[src/rtl/irq_pkg.sv]
package irq_pkg;

  localparam int VEC_W    = 16;
  localparam int VEC_BASE = 'h24;
  localparam int VEC_STEP = 'h08;

  // Restart address for priority index idx (idx 0 is the general request).
  function automatic logic [VEC_W-1:0] vec_at(input int idx);
    vec_at = VEC_W'(VEC_BASE + VEC_STEP * idx);
  endfunction

endpackage

[src/rtl/irq_rst_sync.sv]
module irq_rst_sync (
  input  logic clk,
  input  logic rst_n,
  output logic rst_sync_n
);

  logic [1:0] stage_q;

  always_ff @(posedge clk or negedge rst_n) begin
    if (!rst_n) stage_q <= 2'b00;
    else        stage_q <= {stage_q[0], 1'b1};
  end

  assign rst_sync_n = stage_q[1];

endmodule

[src/rtl/irq_edge_cap.sv]
module irq_edge_cap (
  input  logic clk,
  input  logic rst_n,
  input  logic line_i,
  output logic latch_o
);

  logic line_q;
  logic latch_q;
  logic latch_d;

  // The latch is emptied by its transfer on the next clock, so it only
  // holds the one cycle that follows a rising edge.
  always_comb begin
    latch_d = line_i & ~line_q;
  end

  always_ff @(posedge clk or negedge rst_n) begin
    if (!rst_n) begin
      line_q  <= 1'b0;
      latch_q <= 1'b0;
    end else begin
      line_q  <= line_i;
      latch_q <= latch_d;
    end
  end

  assign latch_o = latch_q;

  AST_EDGE_ONE_SHOT: assert property (@(posedge clk) disable iff (!rst_n)
    latch_q |=> !latch_q);

endmodule

[src/rtl/irq_pend.sv]
module irq_pend #(
  parameter int NSRC = 4
) (
  input  logic            clk,
  input  logic            rst_n,
  input  logic [NSRC-2:0] lvl_i,
  input  logic            edge_i,
  input  logic            ien_i,
  input  logic [NSRC-1:0] ack_clr_i,
  input  logic [NSRC-1:0] svc_clr_i,
  output logic [NSRC-1:0] pend_o
);

  localparam int TOP = NSRC - 1;

  logic [NSRC-1:0] pend_q;
  logic [NSRC-1:0] pend_d;

  // Level sources: ack clear wins over the live line; the line wins over a
  // service clear; a low line drops the bit while interrupts are disabled.
  for (genvar i = 0; i < TOP; i++) begin : g_lvl
    assign pend_d[i] = ack_clr_i[i] ? 1'b0 :
                       lvl_i[i]     ? 1'b1 :
                       svc_clr_i[i] ? 1'b0 :
                       (ien_i & pend_q[i]);

    AST_LEVEL_DROP: assert property (@(posedge clk) disable iff (!rst_n)
      (!ien_i && !lvl_i[i]) |=> !pend_q[i]);
  end

  // Edge source: a freshly latched edge wins over any clear.
  assign pend_d[TOP] = edge_i ? 1'b1 :
                       (ack_clr_i[TOP] | svc_clr_i[TOP]) ? 1'b0 :
                       pend_q[TOP];

  always_ff @(posedge clk or negedge rst_n) begin
    if (!rst_n) pend_q <= '0;
    else        pend_q <= pend_d;
  end

  assign pend_o = pend_q;

  AST_EDGE_XFER: assert property (@(posedge clk) disable iff (!rst_n)
    edge_i |=> pend_q[TOP]);

endmodule

[src/rtl/irq_pick.sv]
module irq_pick #(
  parameter int NSRC = 4
) (
  input  logic                       clk,
  input  logic                       rst_n,
  input  logic [NSRC-1:0]            cand_i,
  output logic                       any_o,
  output logic [NSRC-1:0]            grant_o,
  output logic [irq_pkg::VEC_W-1:0]  vec_o
);

  logic [NSRC-1:0]           grant;
  logic [irq_pkg::VEC_W-1:0] vec;

  // Later (higher) indices overwrite lower ones: fixed priority to the top.
  always_comb begin
    grant = '0;
    for (int i = 0; i < NSRC; i++) begin
      if (cand_i[i]) grant = {{(NSRC-1){1'b0}}, 1'b1} << i;
    end
  end

  always_comb begin
    vec = '0;
    for (int i = 1; i < NSRC; i++) begin
      if (grant[i]) vec = irq_pkg::vec_at(i);
    end
  end

  assign grant_o = grant;
  assign vec_o   = vec;
  assign any_o   = |cand_i;

  AST_GRANT_ONEHOT: assert property (@(posedge clk) disable iff (!rst_n)
    any_o |-> ($onehot0(grant_o) && grant_o != '0));

endmodule

[src/rtl/irq_front.sv]
module irq_front #(
  parameter int NUM_VEC = 3
) (
  input  logic                      clk,
  input  logic                      rst_n,
  input  logic                      req_gen_i,
  input  logic [NUM_VEC-1:0]        req_vec_i,
  input  logic                      ei_i,
  input  logic                      mask_we_i,
  input  logic [NUM_VEC-1:0]        mask_i,
  input  logic                      ack_i,
  input  logic                      eos_i,
  output logic                      int_valid_o,
  output logic [irq_pkg::VEC_W-1:0] int_vec_o,
  output logic                      int_gen_o,
  output logic                      int_en_o,
  output logic                      in_serv_o
);

  localparam int NSRC = NUM_VEC + 1;
  localparam int TOP  = NSRC - 1;

  logic                      rst_sync_n;
  logic                      edge_latch;
  logic [NSRC-1:0]           req_all;
  logic [NSRC-1:0]           pend;
  logic [NSRC-1:0]           cand;
  logic [NSRC-1:0]           grant;
  logic                      any_cand;
  logic [irq_pkg::VEC_W-1:0] pick_vec;
  logic                      offer;
  logic                      ack_eff;
  logic [NSRC-1:0]           ack_clr;
  logic [NSRC-1:0]           svc_clr;

  logic                      ien_q, ien_d, ien_en;
  logic [NUM_VEC-1:0]        mask_q, mask_d, mask_en;
  logic [NSRC-1:0]           srv_q, srv_d;
  logic                      srv_en;

  irq_rst_sync u_rst (
    .clk        (clk),
    .rst_n      (rst_n),
    .rst_sync_n (rst_sync_n)
  );

  irq_edge_cap u_edge (
    .clk     (clk),
    .rst_n   (rst_sync_n),
    .line_i  (req_vec_i[NUM_VEC-1]),
    .latch_o (edge_latch)
  );

  assign req_all = {req_vec_i, req_gen_i};

  irq_pend #(.NSRC(NSRC)) u_pend (
    .clk       (clk),
    .rst_n     (rst_sync_n),
    .lvl_i     (req_all[NSRC-2:0]),
    .edge_i    (edge_latch),
    .ien_i     (ien_q),
    .ack_clr_i (ack_clr),
    .svc_clr_i (svc_clr),
    .pend_o    (pend)
  );

  assign cand = pend & {~mask_q, 1'b1};

  irq_pick #(.NSRC(NSRC)) u_pick (
    .clk     (clk),
    .rst_n   (rst_sync_n),
    .cand_i  (cand),
    .any_o   (any_cand),
    .grant_o (grant),
    .vec_o   (pick_vec)
  );

  assign offer   = ien_q & ~(|srv_q) & any_cand;
  assign ack_eff = ack_i & offer & ~ei_i;
  assign ack_clr = ack_eff ? grant : '0;
  assign svc_clr = ei_i ? srv_q : '0;

  // Next-state logic with explicit clock enables.
  always_comb begin
    ien_en  = ei_i | ack_eff;
    ien_d   = ei_i;
    mask_en = mask_we_i;
    mask_d  = mask_i;
    srv_en  = ei_i | ack_eff | eos_i;
    srv_d   = (ack_eff && !ei_i) ? grant : '0;
  end

  always_ff @(posedge clk or negedge rst_sync_n) begin
    if (!rst_sync_n) begin
      ien_q  <= 1'b0;
      mask_q <= '1;
      srv_q  <= '0;
    end else begin
      if (ien_en)  ien_q  <= ien_d;
      if (mask_en) mask_q <= mask_d;
      if (srv_en)  srv_q  <= srv_d;
    end
  end

  assign int_valid_o = offer;
  assign int_gen_o   = offer & grant[0];
  assign int_vec_o   = offer ? pick_vec : '0;
  assign int_en_o    = ien_q;
  assign in_serv_o   = |srv_q;

  AST_ACK_TAKES: assert property (@(posedge clk) disable iff (!rst_sync_n)
    ack_eff |=> (in_serv_o && !int_en_o));

  AST_SERVICE_FROM_ACK: assert property (@(posedge clk) disable iff (!rst_sync_n)
    $rose(in_serv_o) |-> $past(ack_i && int_valid_o && !ei_i));

  AST_EI_REOPENS: assert property (@(posedge clk) disable iff (!rst_sync_n)
    ei_i |=> (int_en_o && !in_serv_o));

  AST_EOS_KEEPS_EN: assert property (@(posedge clk) disable iff (!rst_sync_n)
    (eos_i && !ei_i && !ack_eff) |=> (!in_serv_o && $stable(int_en_o)));

  AST_EI_BEATS_ACK: assert property (@(posedge clk) disable iff (!rst_sync_n)
    (ei_i && ack_i) |=> !in_serv_o);

  AST_IDLE_ACK: assert property (@(posedge clk) disable iff (!rst_sync_n)
    (ack_i && !int_valid_o && !ei_i && !eos_i) |=> ($stable(in_serv_o) && $stable(int_en_o)));

  AST_MASK_HOLD: assert property (@(posedge clk) disable iff (!rst_sync_n)
    (pend[TOP] && !ack_clr[TOP] && !svc_clr[TOP]) |=> pend[TOP]);

endmodule

[config.mk]
export PLATFORM = sky130hd
export DESIGN_NAME = irq_front
export DESIGN_NICKNAME = d
export VERILOG_FILES = /design/src/rtl/irq_pkg.sv /design/src/rtl/irq_rst_sync.sv /design/src/rtl/irq_edge_cap.sv /design/src/rtl/irq_pend.sv /design/src/rtl/irq_pick.sv /design/src/rtl/irq_front.sv
export SDC_FILE = /design/constraint.sdc
export NUM_CORES = 1
export LEC_CHECK = 0
export ABC_AREA = 1
export BUFFER_PORTS_ARGS = -buffer_cell sky130_fd_sc_hd__buf_2
export CAP_MARGIN = 20
export CORE_UTILIZATION = 50
export DETAILED_ROUTE_END_ITERATION = 10
export HOLD_SLACK_MARGIN = 0.03
export PLACE_DENSITY = 0.77
export SYNTH_ARGS = -nofsm -noshare
export SYNTH_HDL_FRONTEND = slang
export SYNTH_HIERARCHICAL = 1
export SYNTH_SLANG_ARGS = --single-unit
[constraint.sdc]
create_clock -name clk -period 1.9 [get_ports clk]
set_input_delay 0.38 -clock clk [delete_from_list [all_inputs] [get_ports clk]]
set_output_delay 0.38 -clock clk [all_outputs]
set_load 0.005 [all_outputs]
Word level (Yosys, flattened, before mapping) --
Cells that the tools add are included.
Operators by class: multiplexer cells 22, bitwise logic cells 17, reductions and logical operators 5
Operators with widths (number):
- 6-bit two-way mux | 3
- 16-bit two-way mux | 1
- 4-bit two-way mux | 4
- 1-bit two-way mux | 12
- 1-bit bitwise AND | 9
- 4-bit OR reduction | 2
- 4-bit bitwise AND | 1
- 3-bit two-way mux | 1
- 1-bit inverter | 3
- 3-bit inverter | 1
- 1-bit OR | 3
- 2-bit two-way mux | 1
- 2-bit nonzero test | 1
- 1-bit logical AND | 1
- 1-bit zero test | 1
Storage, ports and cells: register bits after elaboration 16, input port bits 13, output and inout bits 20, word-level logic and storage cells 52

Logic depth before layout (Yosys ltp) --
Gate-level depths: netlist of the first run.
depth after elaboration 10, gate-level depth with buffers 10, mapped depth without buffers 10

Modules after synthesis --
The synthesis of the first run kept the hierarchy.
By module, submodules not included:
- irq_front | instances 1, cells an instance 88, area each 664.4 sq um, sequential area each 203.9 sq um
- irq_pend | instances 1, cells an instance 18, area each 175.2 sq um, sequential area each 100.1 sq um
- irq_pick | instances 1, cells an instance 26, area each 160.2 sq um, sequential area each 0.0 sq um
- irq_edge_cap | instances 1, cells an instance 4, area each 60.1 sq um, sequential area each 50.0 sq um
- irq_rst_sync | instances 1, cells an instance 3, area each 53.8 sq um, sequential area each 50.0 sq um

Least setup slack after synthesis of the first run --
No wires, ideal clock.
path type reg-to-output, from reg mask_q[1], to out int_vec_o[4] (netlist name), arrival 1313 ps, data required time 1520 ps, path slack 207 ps, stages on the path, launching flop included 9, buffers on the path 1, path through dfstp_2 -> nor2_1 -> nor2_2 -> nand3_1 -> nand2_1 -> nor2_8 -> inv_6 -> buf_12 -> nor2_4
On the way: elaborated cells between the ends (all ways) 9, those cells by class mux: 5; bitwise: 3; reduce/logical: 1
RTL lines:
- start, declared | line irq_front.sv:37 | logic [NUM_VEC-1:0] mask_q, mask_d, mask_en;
- start signal, assigned | line irq_front.sv:100 | if (mask_en) mask_q <= mask_d;
- 3-bit inverter | line irq_front.sv:67 | assign cand = pend & {~mask_q, 1'b1};
- 4-bit bitwise AND | line irq_front.sv:67
- via cand[2] | line irq_front.sv:27 | logic [NSRC-1:0] cand;
- 4-bit OR reduction | line irq_pick.sv:32 | assign any_o = |cand_i;
- via any_cand | line irq_front.sv:29 | logic any_cand;
- 1-bit bitwise AND | line irq_front.sv:78 | assign offer = ien_q & ~(|srv_q) & any_cand;
- via int_valid_o | line irq_front.sv:13 | output logic int_valid_o,
- 16-bit two-way mux | line irq_front.sv:107 | assign int_vec_o = offer ? pick_vec : '0;
- end, declared | line irq_front.sv:14 | output logic [irq_pkg::VEC_W-1:0] int_vec_o,
The timed path passes the listed nets, and every way through them passes these cells.

Worst setup path in the final report of the first run --
from reg mask_q[2], to out int_gen_o
On the way: cells in the longest elaborated chain, start to end 5, elaborated cells between the ends (all ways) 6, those cells by class mux: 1; bitwise: 4; reduce/logical: 1
Ends and longest elaborated chain:
- 3-bit inverter | line irq_front.sv:67
- 4-bit bitwise AND | line irq_front.sv:67
- via cand[3] | line irq_front.sv:27
- 4-bit OR reduction | line irq_pick.sv:32
- via any_cand | line irq_front.sv:29
- 1-bit bitwise AND | line irq_front.sv:78
- 1-bit bitwise AND | line irq_front.sv:106 | assign int_gen_o = offer & grant[0];
- end, declared | line irq_front.sv:15 | output logic int_gen_o,
The timed path passes the listed nets, and every way through them passes these cells.

==> results of run 1 <==
## worst max-delay path by stage
stage | start | to | depth (start not counted)
2_1_floorplan | mask_q[1]$_DFFE_PN1P_ | int_vec_o[4] | 8
3_3_place_gp | u_pend/pend_o[3]$_DFFE_PN0P_ | int_vec_o[2] | 9
3_5_place_dp | u_pend/pend_o[3]$_DFFE_PN0P_ | int_gen_o | 9
4_1_cts | mask_q[2]$_DFFE_PN1P_ | int_gen_o | 8
5_1_grt | mask_q[2]$_DFFE_PN1P_ | int_gen_o | 8
6_report | mask_q[2]$_DFFE_PN1P_ | int_gen_o | 8
## layout make-up
cell class	instances	area [um2]
inverters	42	165.2
fillers	181	732.0
well taps	27	33.78
repair buffers	28	162.7
clock buffers	4	26.28
multi-input cells	77	498.0
flip-flops and latches	16	404.1
## routing by layer
metal,part of all wire,track usage,up-vias
met4,0.026,0.1127,0
met2,0.55,0.3425,30
met3,0.053,0.02804,6
met1,0.37,0.1928,378
met5,0,0,-
li1,-,-,430
## sequential cells by signal (all words and copies together), names as in the netlist
| register | count |
|---|---|
| srv_q | 4 |
| u_pend/pend_o | 4 |
| mask_q | 3 |
| u_rst/stage_q | 2 |
| int_en_o | 1 |
| u_edge/latch_o | 1 |
| u_edge/line_q | 1 |
## repair_timing
action | in CTS | in global routing
gates cloned | 0 | 0
setup buffers | 3 | 3
hold endpoints to repair | 2 | 0
endpoints found under the setup margin | 6 | 5
pin swaps | 4 | 2
hold buffers | 1 | 0
gates resized for setup | 8 | 2
## report_power, final
| group | switching [mW] | internal [mW] |
|---|---|---|
| Clock | 0.0973 | 0.0815 |
| Sequential | 0.0363 | 0.385 |
| Combinational | 0.326 | 0.244 |
## cells in the final DEF, fill, tap and decap left out, types with 2 or more instances in the layout
| cell type | instances |
|---|---|
| sky130_fd_sc_hd__nand4_1 | 5 |
| sky130_fd_sc_hd__buf_4 | 7 |
| sky130_fd_sc_hd__nand3_1 | 7 |
| sky130_fd_sc_hd__dfstp_2 | 3 |
| sky130_fd_sc_hd__nor2_2 | 4 |
| sky130_fd_sc_hd__dfrtp_1 | 13 |
| sky130_fd_sc_hd__clkbuf_4 | 3 |
| sky130_fd_sc_hd__nor2_1 | 12 |
| sky130_fd_sc_hd__nor2_4 | 13 |
| sky130_fd_sc_hd__nand2_1 | 10 |
| sky130_fd_sc_hd__inv_1 | 41 |
| sky130_fd_sc_hd__buf_2 | 20 |
| sky130_fd_sc_hd__conb_1 | 13 |
| sky130_fd_sc_hd__mux2_2 | 3 |
| sky130_fd_sc_hd__a21oi_2 | 3 |
| sky130_fd_sc_hd__nand2_2 | 2 |
## worst max-delay path, delay by kind of cell, from the launching register on
| kind | cells | cell delay [ns] |
|---|---|---|
| buf+inv | 2 | 0.19 |
| flops | 1 | 0.56 |
| simple gates | 6 | 0.51 |
## metrics by stage
stage	worst slack, ns	util	instances
finish	-0.007929	0.6380	194
global route	-0.08007	0.6380	194
CTS	0.002822	0.6231	191
detailed placement	0.1253	0.5792	183
global placement	0.1850	0.5792	183
floorplan	0.2074	-	150
## cells by family (layout without fill, tap and decap cells)
group | after synthesis | in the layout | share of synthesized area
mux | 3 | 3 | 0.03033
buf+inv | 57 | 74 | 0.2584
flops | 16 | 16 | 0.3629
other cells | 2 | 13 | 0.006744
simple gates | 56 | 56 | 0.3045
compound gates | 5 | 5 | 0.03709
==> flow_summary.json, run 1 <==
{
  "die_width_um": 49.19,
  "worst-r2r-setup-slack_ns": 0.33,
  "ir_drop_mv": 0.5069,
  "ys_seq_elements": 16,
  "clock_sink_count": 16,
  "worst_hold_path_type": "reg2async",
  "worstPathCellList": "nor2_4 > nor2_4 > nand3_2 > nand2_4 > nor2_8 > inv_8 > nor2_1 > buf_2",
  "critPathKind": "reg2out",
  "maxSlewHeadroom": 0.6316,
  "critical_path_peak_fanout": 7,
  "detail_route.drc_violations": 0,
  "layout_worst_path_cycle_share": 1.004,
  "final_max_slew_viol_count": 0,
  "reg2reg_to": "u_pend/pend_o[3]$_DFFE_PN0P_",
  "vias": 844,
  "setup_viol": 1,
  "grt_pass1_wl_mm": 3.325,
  "startpoint_type": "register",
  "clock_insertion_delay_at_the_later_pin_of_the_skew_report_ns": 0.28,
  "grt_setup_unrepaired": "yes",
  "cp.arrival_ns": 1.53,
  "postSynthAreaPerCell_um2": 8.011,
  "area_growth_from_synthesis_to_layout_pct": 15.84,
  "post-synth-top-area-cell": "sky130_fd_sc_hd__dfrtp_1",
  "detail-route-antenna-nets": 0,
  "first_global_vias": 801,
  "global_route.usage.total": 0.1850,
  "dp.final_hpwl_mm": 1.508,
  "post_drt_wl_per_cell_um": 9.933,
  "start_util": 0.5507,
  "fp.dieArea_um2": 2420,
  "critical_path_required_time_ns": 1.52,
  "rr_startpoint": "mask_q[2]$_DFFE_PN1P_",
  "synth-async-reset-ratio": 1.000,
  "die_h_um": 49.19,
  "drive_above_1_share": 0.3713,
  "design_power_total_mw": 1.169,
  "cp_slowest_cell": "sky130_fd_sc_hd__dfstp_2",
  "dominantRegCellSynth": "sky130_fd_sc_hd__dfrtp_1",
  "antenna_cells": 0,
  "grt_start_max_net_pins": 15,
  "post-synth-top-area-fraction": 0.2921,
  "cp_slowest_stage_delay_ns": 0.56,
  "drt_wl_total_mm": 1.927,
  "synth_commonest_cells": "41 x sky130_fd_sc_hd__inv_1, 15 x sky130_fd_sc_hd__nor2_1, 14 x sky130_fd_sc_hd__buf_4, 13 x sky130_fd_sc_hd__dfrtp_1, 11 x sky130_fd_sc_hd__nand2_1",
  "io_buffer_count": 20,
  "worst_r2r_path_depth": 10,
  "drt_first_iter_violations": 10,
  "clk_transition_reported_paths_ns": 0.09,
  "synthTopCellsByArea": "sky130_fd_sc_hd__dfrtp_1 29%, sky130_fd_sc_hd__inv_1 14%, sky130_fd_sc_hd__nor2_4 10%",
  "synthesis.area_um2": 1114,
  "cts_tree": "done",
  "clock_buffer_count_from_cts": 3,
  "violated_checks": "setup timing",
  "worstMarginPinSlew_ns": 0.5526,
  "pin_count": 33,
  "clock_tree.buffer_depth": 2,
  "clock_skew_ns": 0.009312,
  "whs_ns": 0.2181,
  "grt_overflow_total": 0,
  "synth_cells": 139,
  "core_outline_area_um2": 2022,
  "via_per_inst": 4.351,
  "finish.instance_area_um2": 1290,
  "cell_with_the_most_instances_on_the_worst_path": "sky130_fd_sc_hd__nor2_4",
  "gp_congestion": 0.8584,
  "cts_max_level": 1,
  "final_hold_violation_count": 0,
  "cell_at_the_root_of_the_clock_tree": "sky130_fd_sc_hd__clkbuf_4",
  "count_of_warnings_emitted_by_yosys": 6,
  "max_cap_violations": 0,
  "synth.yosys.seq_area_share": 0.3629,
  "synth_edf_count": 0,
  "core.rowCount": 16,
  "timing.fmax_mhz": 524.1,
  "total_leakage_power_nw": 0.7298,
  "final.setup.worst_slack_ns": -0.007929,
  "dpl-instance-area_um2": 1171,
  "synth.lib_cells_used.distinct": 19,
  "outcome": "finished, violations left",
  "worst_setup_end_kind": "output pin",
  "minimum_clock_period_after_layout_ns": 1.908,
  "drt_pre_antenna_iters": 4,
  "synth_most_common_cell": "sky130_fd_sc_hd__inv_1",
  "antenna_found_initial": 0,
  "final_net_count": 181,
  "pwr_density_cell_nw_per_um2": 906.4,
  "setup_tns_ns": -0.007929
}
(Power assumes the default switching activity.)
==> run 2: changes to the inputs <==
--- a/config.mk
+++ b/config.mk
@@ -5,13 +5,13 @@
 export SDC_FILE = /design/constraint.sdc
 export NUM_CORES = 1
 export LEC_CHECK = 0
-export ABC_AREA = 1
+export ABC_AREA = 0
 export BUFFER_PORTS_ARGS = -buffer_cell sky130_fd_sc_hd__buf_2
 export CAP_MARGIN = 20
-export CORE_UTILIZATION = 50
+export CORE_UTILIZATION = 49
 export DETAILED_ROUTE_END_ITERATION = 10
 export HOLD_SLACK_MARGIN = 0.03
-export PLACE_DENSITY = 0.77
+export PLACE_DENSITY = 0.76
 export SYNTH_ARGS = -nofsm -noshare
 export SYNTH_HDL_FRONTEND = slang
 export SYNTH_HIERARCHICAL = 1
==> run 2 against run 1 <==
  * The flow still finishes with violations (setup timing)
  * Final area about the same
  * Power shrank 5.2%
  * Register-to-register slack worse by 0.50 ns
  * Area after synthesis is 7.3% lower
  * Cell count decreased by 14%
  * First-iteration DRC count increased by 10%
  * Sequential cell count is the same
  * Combinational power fell by 18%
  * Setup slack got worse by 0.29 ns
  * Core utilization is 2.0 points higher
  * Non-clock buffer count increased by 6
  * Critical path type unchanged
  * Clock-buffer cell count unchanged
==> flow_summary.json, run 2 <==
{
  "pwr_density_cell_nw_per_um2": 858.3,
  "core_outline_area_um2": 1962,
  "drt_pre_antenna_iters": 3,
  "count_of_placed_standard_cells_including_taps": 156,
  "power.share.clock": 0.204,
  "gp_congestion": 0.8006,
  "gr-max-usage-layer": "met2",
  "final.setup.worst_slack_ns": -0.3007,
  "cell_at_the_root_of_the_clock_tree": "sky130_fd_sc_hd__clkbuf_4",
  "critPathKind": "reg2out",
  "fillCellCount": 162,
  "critical_path_required_time_ns": 1.52,
  "startpoint_type": "register",
  "worstPathCellList": "nor2b_2 > or3_4 > nand2b_4 > nand2_4 > nor2_4 > and2_1 > buf_2",
  "clock_skew_ns": 0.003504,
  "final_hold_violation_count": 0,
  "detail_route.drc_violations": 0,
  "synth-async-reset-ratio": 1.000,
  "cp.arrival_ns": 1.82,
  "cp_slowest_stage_delay_ns": 0.55,
  "minimum_clock_period_after_layout_ns": 2.201,
  "grtUsageMet3": 0.03396,
  "die_h_um": 47.90,
  "drive_above_1_share": 0.4357,
  "comb_power_share": 0.418,
  "drt_first_iter_violations": 11,
  "antenna_cells": 0,
  "critical_path_peak_fanout": 8,
  "crit_family": "simple AND/OR/NAND/NOR gates",
  "grt_setup_unrepaired": "yes",
  "cp_slowest_cell": "sky130_fd_sc_hd__dfstp_2",
  "total_leakage_power_nw": 0.6564,
  "layout.cells.most_common_list": "21 x sky130_fd_sc_hd__and2_1, 17 x sky130_fd_sc_hd__buf_2, 13 x sky130_fd_sc_hd__dfrtp_1, 13 x sky130_fd_sc_hd__buf_4, 13 x sky130_fd_sc_hd__conb_1",
  "first_global_vias": 676,
  "grt_pass1_wl_mm": 2.732,
  "clk_transition_reported_paths_ns": 0.10,
  "post-synth-top-area-fraction": 0.3152,
  "max_cap_violations": 0,
  "dp.final_hpwl_mm": 1.461,
  "use_met1": 0.2081,
  "global_route.usage.total": 0.1783,
  "maxSlewHeadroom": 0.6026,
  "synthTopCellsByArea": "sky130_fd_sc_hd__dfrtp_1 32%, sky130_fd_sc_hd__and2_1 15%, sky130_fd_sc_hd__buf_4 10%",
  "clock_sink_count": 16,
  "net_switching_share_of_the_total_power": 0.3058,
  "cts_tree": "done",
  "worst_setup_end_kind": "output pin",
  "p_sw_mw": 0.3389,
  "fp.dieArea_um2": 2294,
  "grt_overflow_total": 0,
  "synth.yosys.seq_area_share": 0.3915,
  "clock_buffer_count_from_cts": 3,
  "post-synth-top-area-cell": "sky130_fd_sc_hd__dfrtp_1",
  "synthesis.area_um2": 1032,
  "critical_path.n_buffers_inverters": 1,
  "final_common_cell": "sky130_fd_sc_hd__and2_1",
  "die_width_um": 47.90,
  "synth_most_common_cell": "sky130_fd_sc_hd__and2_1",
  "dominantRegCellSynth": "sky130_fd_sc_hd__dfrtp_1",
  "ir_drop_mv": 0.6077,
  "design_power_total_mw": 1.108,
  "io_buffer_count": 20,
  "area_growth_from_synthesis_to_layout_pct": 25.09,
  "vias": 785,
  "via_per_inst": 4.701,
  "synth.lib_cells_used.distinct": 28,
  "clock_tree.buffer_depth": 2,
  "start_util": 0.5261,
  "worstMarginPinSlew_ns": 0.5962,
  "antenna_found_initial": 0,
  "ys_seq_elements": 16,
  "timing.fmax_mhz": 454.4,
  "postSynthAreaPerCell_um2": 9.647,
  "stdcell_count": 167,
  "power_report.internal_total_mw": 0.7693,
  "regArea_um2": 404.1,
  "finish.utilization": 0.6582,
  "final_net_count": 154,
  "globalRouteMet2Util": 0.3054,
  "count_of_warnings_emitted_by_yosys": 6,
  "post_drt_wl_per_cell_um": 11.48,
  "clock_insertion_delay_at_the_later_pin_of_the_skew_report_ns": 0.28,
  "outcome": "finished, violations left",
  "final_max_slew_viol_count": 0,
  "synth_cells": 107,
  "worst_hold_path_type": "in2reg",
  "violated_checks": "setup timing",
  "synth_edf_count": 0,
  "detail-route-antenna-nets": 0,
  "drt_wl_total_mm": 1.917,
  "worst-r2r-setup-slack_ns": -0.17,
  "cts_max_level": 1,
  "power_frac_seq": 0.378,
  "grt_start_max_net_pins": 15,
  "layout_worst_path_cycle_share": 1.158,
  "synth_commonest_cells": "25 x sky130_fd_sc_hd__and2_1, 14 x sky130_fd_sc_hd__buf_4, 13 x sky130_fd_sc_hd__dfrtp_1, 7 x sky130_fd_sc_hd__a21oi_1, 6 x sky130_fd_sc_hd__inv_1",
  "setup_viol": 10,
  "pin_count": 33,
  "core.rowCount": 16,
  "area_occupied_by_multi_input_gates_um2": 564.3
}
## run 2: cell count changes after synthesis, moves of 4 or more
cell                      delta
sky130_fd_sc_hd__nor2_2      -4
sky130_fd_sc_hd__nor2_1     -11
sky130_fd_sc_hd__nor2_4      -9
sky130_fd_sc_hd__nand3_1     -7
sky130_fd_sc_hd__a21oi_1     +7
sky130_fd_sc_hd__inv_1      -35
sky130_fd_sc_hd__nand2_1    -10
sky130_fd_sc_hd__and2_1     +25
## run 2: through the flow
stage / cell area [um2] / hold slack (ns) / TNS (ns) / worst slack [ns]
6_report: 1291 / 0.2087 / -1.984 / -0.3007
5_1_grt: 1291 / 0.1964 / -2.753 / -0.3762
4_1_cts: 1234 / 0.2039 / -1.726 / -0.3112
3_5_place_dp: 1151 / 0.1655 / -0.01068 / -0.004668
3_3_place_gp: 1151 / 0.1649 / 0 / 0.02788
2_1_floorplan: 1086 / 0.08441 / 0 / 0.006898
## run 2: path summary, 6_finish.rpt
| path | to | depth (start not counted) | start |
|---|---|---|---|
| worst max-delay path | int_vec_o[4] | 7 | mask_q[0]$_DFFE_PN1P_ |
| max in group asynchronous | u_pend/pend_o[0]$_DFF_PN0_ | 0 | u_rst/stage_q[1]$_DFF_PN0_ |
| worst min-delay path | u_edge/line_q$_DFF_PN0_ | 1 | req_vec_i[2] |
| worst min register to register | u_edge/line_q$_DFF_PN0_ | 0 | u_rst/stage_q[1]$_DFF_PN0_ |
| min in group asynchronous | u_edge/line_q$_DFF_PN0_ | 0 | u_rst/stage_q[1]$_DFF_PN0_ |
| worst max register to register | u_pend/pend_o[3]$_DFFE_PN0P_ | 11 | u_pend/pend_o[1]$_DFF_PN0_ |
## run 2: routing by layer
metal,vias up,routed length [um]
li1,383,-
met5,-,0
met4,0,25
met3,5,71
met1,374,821
met2,23,999
## run 2: final cells by class
| cell class | instances | area share |
|---|---|---|
| multi-input combinational | 79 | 0.4370 |
| sequential | 16 | 0.3130 |
| timing repair buffer | 34 | 0.1754 |
| clock buffer | 4 | 0.02810 |
| tap | 27 | 0.02616 |
| inverter | 7 | 0.02035 |
## run 2: worst register-to-register path: stages (launching register included)
cell and delay [ns]:
sky130_fd_sc_hd__dfrtp_1 0.37, sky130_fd_sc_hd__nor2b_2 0.19, sky130_fd_sc_hd__or3_4 0.15, sky130_fd_sc_hd__nand2b_4 0.13
sky130_fd_sc_hd__nand2_4 0.06, sky130_fd_sc_hd__buf_4 0.14, sky130_fd_sc_hd__buf_4 0.12, sky130_fd_sc_hd__buf_4 0.13
sky130_fd_sc_hd__nor4b_4 0.32, sky130_fd_sc_hd__and2_1 0.17, sky130_fd_sc_hd__nor2_1 0.04, sky130_fd_sc_hd__a21o_1 0.16
## run 2: cell families after synthesis
kind of cell,synth area share
compound gates,0.05575
other cells,0.007275
simple gates,0.3697
mux,0.03272
flops,0.3915
buf+inv,0.1430
## run 2: what timing repair did
action,4_1_cts,5_1_grt
gates resized for setup,3,9
setup buffers,3,3
hold buffers,1,0
setup endpoints to repair,6,10
endpoints found under the hold margin,2,0
pin swaps,6,2
## run 2: power groups by stage
stage          registers, mW  clock network [mW]  logic [mW]
6_report               0.419               0.226       0.464
5_1_grt                0.425               0.248       0.521
4_1_cts                0.416               0.235       0.408
3_5_place_dp           0.421                   0       0.372
3_3_place_gp           0.418                   0       0.358
2_1_floorplan          0.411                   0       0.283
